`config.mk`:
```
export PLATFORM = sky130hd
export DESIGN_NAME = wdog_top
export DESIGN_NICKNAME = d
export VERILOG_FILES = /design/src/rtl/wdog_pkg.sv /design/src/rtl/wdog_count.sv /design/src/rtl/wdog_regs.sv /design/src/rtl/wdog_top.sv
export SDC_FILE = /design/constraint.sdc
export NUM_CORES = 1
export LEC_CHECK = 0
export ABC_CLOCK_PERIOD_IN_PS = 2100
export CAP_MARGIN = 10
export CORE_ASPECT_RATIO = 1.75
export CORE_MARGIN = 4
export CORE_UTILIZATION = 46
export DETAILED_ROUTE_END_ITERATION = 8
export PLACE_DENSITY = 0.85
export SYNTH_ARGS = -nofsm -noshare
export SYNTH_HDL_FRONTEND = slang
export SYNTH_HIERARCHICAL = 1
export SYNTH_SLANG_ARGS = --single-unit
export TNS_END_PERCENT = 100
```
`constraint.sdc`:
```
create_clock -name clk -period 2.1 [get_ports clk]
set_input_delay 0.42 -clock clk [delete_from_list [all_inputs] [get_ports clk]]
set_output_delay 0.42 -clock clk [all_outputs]
set_load 0.02 [all_outputs]
```
`src/rtl/wdog_pkg.sv`:
```
`timescale 1ns/1ps
package wdog_pkg;
  localparam int REG_W    = 32;
  localparam int SEL_W    = 3;
  localparam int B_CLR    = 0;
  localparam int B_RSTEN  = 1;
  localparam int B_RFLAG  = 2;
  localparam int B_IFLAG  = 3;
  localparam int B_WKE    = 4;
  localparam int B_WFLAG  = 5;
  localparam int B_IE     = 6;
  localparam int B_EN     = 7;
  localparam int B_SEL_LO = 8;
  localparam int B_DBGRUN = 31;

  typedef struct packed {
    logic             dbg_run;
    logic [SEL_W-1:0] sel;
    logic             en;
    logic             ie;
    logic             wke;
    logic             rst_en;
  } ctrl_t;

  function automatic ctrl_t ctrl_from_word(input logic [REG_W-1:0] w);
    ctrl_t c;
    c.dbg_run = w[B_DBGRUN];
    c.sel     = w[B_SEL_LO +: SEL_W];
    c.en      = w[B_EN];
    c.ie      = w[B_IE];
    c.wke     = w[B_WKE];
    c.rst_en  = w[B_RSTEN];
    return c;
  endfunction
endpackage

```
`src/rtl/wdog_count.sv`:
```
`timescale 1ns/1ps
module wdog_count
  import wdog_pkg::*;
#(
  parameter int CNT_W       = 18,
  parameter int EXP_BASE    = 4,
  parameter int EXP_STEP    = 2,
  parameter int DELAY_TICKS = 1024
) (
  input  logic             clk,
  input  logic             rst_n,
  input  logic             tick,
  input  logic             en,
  input  logic             clr,
  input  logic             freeze,
  input  logic             rst_en,
  input  logic [SEL_W-1:0] sel,
  output logic             hit,
  output logic             fire,
  output logic             rst_pulse
);
  localparam int NSEL  = 1 << SEL_W;
  localparam int DLY_W = (DELAY_TICKS > 1) ? $clog2(DELAY_TICKS) : 1;
  localparam logic [DLY_W-1:0] DLY_LAST = DLY_W'(DELAY_TICKS - 1);

  logic [CNT_W-1:0] cnt;
  logic [DLY_W-1:0] dcnt;
  logic             armed;
  logic             step;
  logic [NSEL-1:0]  wrap_at;

  assign step = en && tick && !freeze;

  for (genvar s = 0; s < NSEL; s++) begin : g_interval
    localparam int E_RAW = EXP_BASE + EXP_STEP * s;
    localparam int E     = (E_RAW > CNT_W) ? CNT_W : ((E_RAW < 1) ? 1 : E_RAW);
    assign wrap_at[s] = &cnt[E-1:0];
  end

  assign hit  = step && !clr && wrap_at[sel];
  assign fire = armed && step && !clr && (dcnt == DLY_LAST) && rst_en;

  always_ff @(posedge clk or negedge rst_n) begin
    if (!rst_n) begin
      cnt <= '0;
    end else if (!en || clr) begin
      cnt <= '0;
    end else if (step) begin
      cnt <= cnt + 1'b1;
    end
  end

  always_ff @(posedge clk or negedge rst_n) begin
    if (!rst_n) begin
      armed     <= 1'b0;
      dcnt      <= '0;
      rst_pulse <= 1'b0;
    end else begin
      rst_pulse <= fire;
      if (!en || clr) begin
        armed <= 1'b0;
        dcnt  <= '0;
      end else if (armed && step) begin
        if (dcnt == DLY_LAST) begin
          armed <= 1'b0;
          dcnt  <= '0;
        end else begin
          dcnt <= dcnt + 1'b1;
        end
      end else if (hit) begin
        armed <= 1'b1;
        dcnt  <= '0;
      end
    end
  end

  // a disabled watchdog holds a zero count
  p_disable_clears_r4: assert property (@(posedge clk) disable iff (!rst_n)
    !en |=> (cnt == '0));

  // no tick, no advance
  p_idle_holds_r4: assert property (@(posedge clk) disable iff (!rst_n)
    (en && !clr && !tick) |=> $stable(cnt));

  // debug halt without override freezes the count
  p_freeze_r10: assert property (@(posedge clk) disable iff (!rst_n)
    (en && !clr && freeze) |=> $stable(cnt));

  // reset request is a single-cycle pulse
  p_rst_single_r6: assert property (@(posedge clk) disable iff (!rst_n)
    rst_pulse |=> !rst_pulse);
endmodule

```
`src/rtl/wdog_regs.sv`:
```
`timescale 1ns/1ps
module wdog_regs
  import wdog_pkg::*;
#(
  parameter int ADDR_W = 4
) (
  input  logic              clk,
  input  logic              rst_n,
  input  logic              por_n,
  input  logic [ADDR_W-1:0] reg_addr,
  input  logic              reg_wr,
  input  logic [REG_W-1:0]  reg_wdata,
  input  logic              unlock,
  input  logic              hit,
  input  logic              rst_evt,
  input  logic              wake_evt,
  output ctrl_t             ctrl,
  output logic              clr_pulse,
  output logic              iflag,
  output logic              rflag,
  output logic              wflag,
  output logic [REG_W-1:0]  reg_rdata
);
  logic wr_hit, wr_prot;
  logic unused_wbits;

  assign wr_hit       = reg_wr && (reg_addr == '0);
  assign wr_prot      = wr_hit && unlock;
  assign clr_pulse    = wr_prot && reg_wdata[B_CLR];
  assign unused_wbits = ^reg_wdata[B_DBGRUN-1:B_SEL_LO+SEL_W];

  always_ff @(posedge clk or negedge rst_n) begin
    if (!rst_n)       ctrl <= '0;
    else if (wr_prot) ctrl <= ctrl_from_word(reg_wdata);
  end

  always_ff @(posedge clk or negedge rst_n) begin
    if (!rst_n) begin
      iflag <= 1'b0;
      wflag <= 1'b0;
    end else begin
      iflag <= hit      || (iflag && !(wr_hit && reg_wdata[B_IFLAG]));
      wflag <= wake_evt || (wflag && !(wr_hit && reg_wdata[B_WFLAG]));
    end
  end

  always_ff @(posedge clk or negedge por_n) begin
    if (!por_n) rflag <= 1'b0;
    else        rflag <= rst_evt || (rflag && !(wr_hit && reg_wdata[B_RFLAG]));
  end

  always_comb begin
    reg_rdata = '0;
    if (reg_addr == '0) begin
      reg_rdata[B_RSTEN]              = ctrl.rst_en;
      reg_rdata[B_RFLAG]              = rflag;
      reg_rdata[B_IFLAG]              = iflag;
      reg_rdata[B_WKE]                = ctrl.wke;
      reg_rdata[B_WFLAG]              = wflag;
      reg_rdata[B_IE]                 = ctrl.ie;
      reg_rdata[B_EN]                 = ctrl.en;
      reg_rdata[B_SEL_LO +: SEL_W]    = ctrl.sel;
      reg_rdata[B_DBGRUN]             = ctrl.dbg_run;
    end
  end

  // locked writes leave protected fields untouched
  p_protect_r2: assert property (@(posedge clk) disable iff (!rst_n)
    (wr_hit && !unlock) |=> $stable(ctrl));

  // interrupt flag stays set until written with 1
  p_iflag_sticky_r7: assert property (@(posedge clk) disable iff (!rst_n)
    (iflag && !(wr_hit && reg_wdata[B_IFLAG])) |=> iflag);

  // reset event records the reset flag
  p_rflag_on_fire_r6: assert property (@(posedge clk) disable iff (!rst_n)
    rst_evt |=> rflag);
endmodule

```
`src/rtl/wdog_top.sv`:
```
`timescale 1ns/1ps
module wdog_top
  import wdog_pkg::*;
#(
  parameter int ADDR_W      = 4,
  parameter int CNT_W       = 18,
  parameter int EXP_BASE    = 4,
  parameter int EXP_STEP    = 2,
  parameter int DELAY_TICKS = 1024
) (
  input  logic              clk,
  input  logic              rst_n,
  input  logic              por_n,
  input  logic              wd_tick,
  input  logic [ADDR_W-1:0] reg_addr,
  input  logic              reg_wr,
  input  logic [31:0]       reg_wdata,
  output logic [31:0]       reg_rdata,
  input  logic              unlock,
  input  logic              dbg_halt,
  input  logic              lsosc_sel,
  output logic              irq,
  output logic              wake_req,
  output logic              rst_req
);
  ctrl_t ctrl;
  logic  clr_pulse, hit, fire, iflag, rflag, wflag, freeze;

  assign freeze   = dbg_halt && !ctrl.dbg_run;
  assign irq      = ctrl.ie && iflag;
  assign wake_req = irq && ctrl.wke && lsosc_sel;

  wdog_regs #(.ADDR_W(ADDR_W)) u_regs (
    .clk       (clk),
    .rst_n     (rst_n),
    .por_n     (por_n),
    .reg_addr  (reg_addr),
    .reg_wr    (reg_wr),
    .reg_wdata (reg_wdata),
    .unlock    (unlock),
    .hit       (hit),
    .rst_evt   (fire),
    .wake_evt  (wake_req),
    .ctrl      (ctrl),
    .clr_pulse (clr_pulse),
    .iflag     (iflag),
    .rflag     (rflag),
    .wflag     (wflag),
    .reg_rdata (reg_rdata)
  );

  wdog_count #(
    .CNT_W       (CNT_W),
    .EXP_BASE    (EXP_BASE),
    .EXP_STEP    (EXP_STEP),
    .DELAY_TICKS (DELAY_TICKS)
  ) u_count (
    .clk       (clk),
    .rst_n     (rst_n),
    .tick      (wd_tick),
    .en        (ctrl.en),
    .clr       (clr_pulse),
    .freeze    (freeze),
    .rst_en    (ctrl.rst_en),
    .sel       (ctrl.sel),
    .hit       (hit),
    .fire      (fire),
    .rst_pulse (rst_req)
  );

  // a wake-up request records the wake-up flag
  p_wake_flag_r9: assert property (@(posedge clk) disable iff (!rst_n)
    wake_req |=> wflag);

  // the reset pulse coincides with a set reset flag
  p_pulse_flag_r6: assert property (@(posedge clk) disable iff (!rst_n)
    rst_req |-> rflag);
endmodule

```
==> results.json <==
{
  "antenna_found_initial": 0,
  "gp_congestion": 0.8078,
  "synth.avg_cell_area_sq_um": 9.671,
  "via_count": 1918,
  "cap_violations": 0,
  "critical_path_class": "in -> out",
  "die_h_um": 102.8,
  "die_w_um": 62.14,
  "worstSkewPairLatency_ns": 0.29,
  "rows": 34,
  "power_density_mw_per_mm2": 545.9,
  "final_util": 0.6008,
  "drive_gt1_frac": 0.2046,
  "grt_pass1_vias": 1965,
  "ios": 79,
  "grt_use_met1": 0.1890,
  "relSlewSlack": 0.6610,
  "clock_path_buffers": 2,
  "viasPerCell": 5.373,
  "critPathArrivalTime_ns": 1.57,
  "synth_cells": 244,
  "period_minus_slack_ns": 1.991,
  "drt-pass1-iter-count": 4,
  "synth_area_leaders": "dfrtp_1, buf_4, mux2_2",
  "track_usage": 0.1751,
  "synth-edff-count": 0,
  "start_util": 0.4741,
  "synth.most_common_cell": "dfrtp_1",
  "drt-total-wl_mm": 5.485,
  "start_kind": "primary input",
  "hold_class": "in -> async",
  "area_growth_syn_to_layout_pct": 26.72,
  "ir_drop_uv": 511.4,
  "hold_ws_ns": 0.1905,
  "end_kind": "output port",
  "timing.rr.start": "u_count/dcnt[0]$_DFFE_PN0P_",
  "cp_max_fo": 7,
  "place_area_sq_mm": 0.002872,
  "portBuffers": 37,
  "n_antenna_cell": 0,
  "die-area_sq_mm": 0.006385,
  "grt_pass1_wl_mm": 8.983,
  "synth_commonest_cells": "dfrtp_1, nor2_1, buf_4, nand2_1, nand3_1",
  "synthFlopType": "dfrtp_1",
  "dpl.hpwl_mm": 3.976,
  "fill_cells": 412,
  "routedWlPerCell_um": 15.36,
  "grt_overflow_total": 0,
  "hold_violations": 0,
  "ys_ff_latch": 41,
  "cts_max_level": 2,
  "cts_root_buf": "clkbuf_8",
  "yosys.area.top_type": "dfrtp_1",
  "grt_max_degree": 41,
  "cts_buffers": 5,
  "finalInstanceArea_sq_mm": 0.002990,
  "ys_types": 46,
  "clock_sinks": 41,
  "required_ns": 1.68,
  "grtUsageMet2": 0.3299,
  "async_flop_share": 1.000,
  "setup_viol": 0,
  "tightest_slew_ns": 0.5085,
  "synth_area_sq_mm": 0.002360,
  "grt_most_used_layer": "met2",
  "drt-initial-drc-count": 49,
  "ant_nets": 0,
  "yosysWarnings": 6,
  "core_sq_mm": 0.004977,
  "clock_skew_ns": 0.009261,
  "startpoint": "reg_addr[3]",
  "cts_tree": "built",
  "synth_seq_area_share": 0.4348,
  "met3_usage": 0.02617,
  "clkTransAtPathRegs_ns": 0.07,
  "outcome": "complete, no violations",
  "fin_nets": 349,
  "rsz0062_at_grt": "no",
  "post-route-period-util": 0.9481,
  "ctsHoldBuffers": 0,
  "drc": 0,
  "slew_viol_final": 0,
  "max_clock_freq_mhz": 502.3,
  "power.leakage_nw": 1.422,
  "synth_top_cell_area_share": 0.4348
}
## final cells by class
cell class / count / area [sq um] / area share
inverter: 7 / 26.28 / 0.008787
tap: 54 / 67.56 / 0.02259
sequential: 41 / 1026 / 0.3431
multi-input combinational: 191 / 1277 / 0.4272
clock buffer: 7 / 86.33 / 0.02887
timing repair buffer: 57 / 506.7 / 0.1695
## path summary, 6_finish.rpt
check                                               to  slack [ns]  cells after the start
max                                       reg_rdata[6]        0.11                      5
min                         u_regs/ctrl[1]$_DFFE_PN0P_        0.19                      2
max reg2reg                u_count/dcnt[8]$_DFFE_PN0P_        0.28                      6
min reg2reg                     u_regs/rflag$_DFF_PN0_        0.48                      1
max in group asynchronous  u_count/cnt[16]$_DFFE_PN0P_        1.56                      2
min in group clk                u_regs/rflag$_DFF_PN0_        0.48                      1
## per-layer routing
metal | wire [um] | up-vias
met2 | 3085 | 56
met1 | 2035 | 928
li1 | - | 921
met4 | 141 | 0
met3 | 223 | 13
met5 | 0 | -
## cell families (layout without fill, tap and decap cells)
kind of cell,after synthesis,in the layout,share of synthesized area
DFF,41,41,0.4348
muxes,9,9,0.04295
AOI/OAI and AO/OA,34,34,0.09226
xor gates and xnor gates,16,16,0.05939
buffers and inverters,32,71,0.08749
and+or+nand+nor,109,109,0.2709
other,1,21,0.001589
adders and majority gates,2,2,0.01060
## critical path: stages
cell and delay, ns:
clkdlybuf4s15_1 0.19, nor4_4 0.29, buf_6 0.17, and2_1 0.15, dlygate4sd2_1 0.34
## power breakdown
| group | internal, mW | switching, mW | total, mW | leakage [nW] |
|---|---|---|---|---|
| Combinational | 0.110 | 0.144 | 0.254 | 0.814 |
| Sequential | 0.822 | 0.0434 | 0.865 | 0.563 |
| Clock | 0.261 | 0.252 | 0.513 | 0.0443 |
## registers in the layout, indices dropped and copies added (netlist names)
register and count:
u_count/armed 1, u_count/cnt 18, u_count/dcnt 10, u_count/rst_pulse 1, u_regs/ctrl 8, u_regs/iflag 1
u_regs/rflag 1, u_regs/wflag 1
## timing repair
item	CTS	global route
buffers inserted	4	0
pin swaps	1	4
cloned	1	0
setup endpoints to repair	22	21
gates resized for setup	27	10
## cells in the final DEF, fill, tap and decap left out, drive strengths merged, types with 3 or more instances in the layout
cell type | synthesis | final
o21ai | 10 | 10
a21oi | 8 | 8
xor2 | 8 | 8
nand4 | 8 | 8
clkbuf | 2 | 10
clkdlybuf4s50 | 0 | 20
nor2b | 3 | 3
a21o | 4 | 4
xnor2 | 8 | 8
inv | 7 | 7
nor2 | 24 | 24
nand3 | 15 | 15
and2 | 16 | 16
conb | 1 | 21
nor3 | 9 | 9
nand2 | 14 | 14
or3 | 4 | 4
and3 | 5 | 5
dfrtp | 41 | 41
mux2 | 9 | 9
dlygate4sd2 | 0 | 10
buf | 23 | 22
## per-stage QoR
step,setup TNS (ns),instances,setup WS (ns),power (mW)
floorplan,-0.2281,264,-0.03025,1.035
global placement,-9.916,345,-0.4497,1.123
detailed placement,-10.69,345,-0.4768,1.129
CTS,0,357,0.002831,1.650
global route,0,357,0.02362,1.713
finish,0,357,0.1090,1.632
Power figures use the tool's default switching activity.
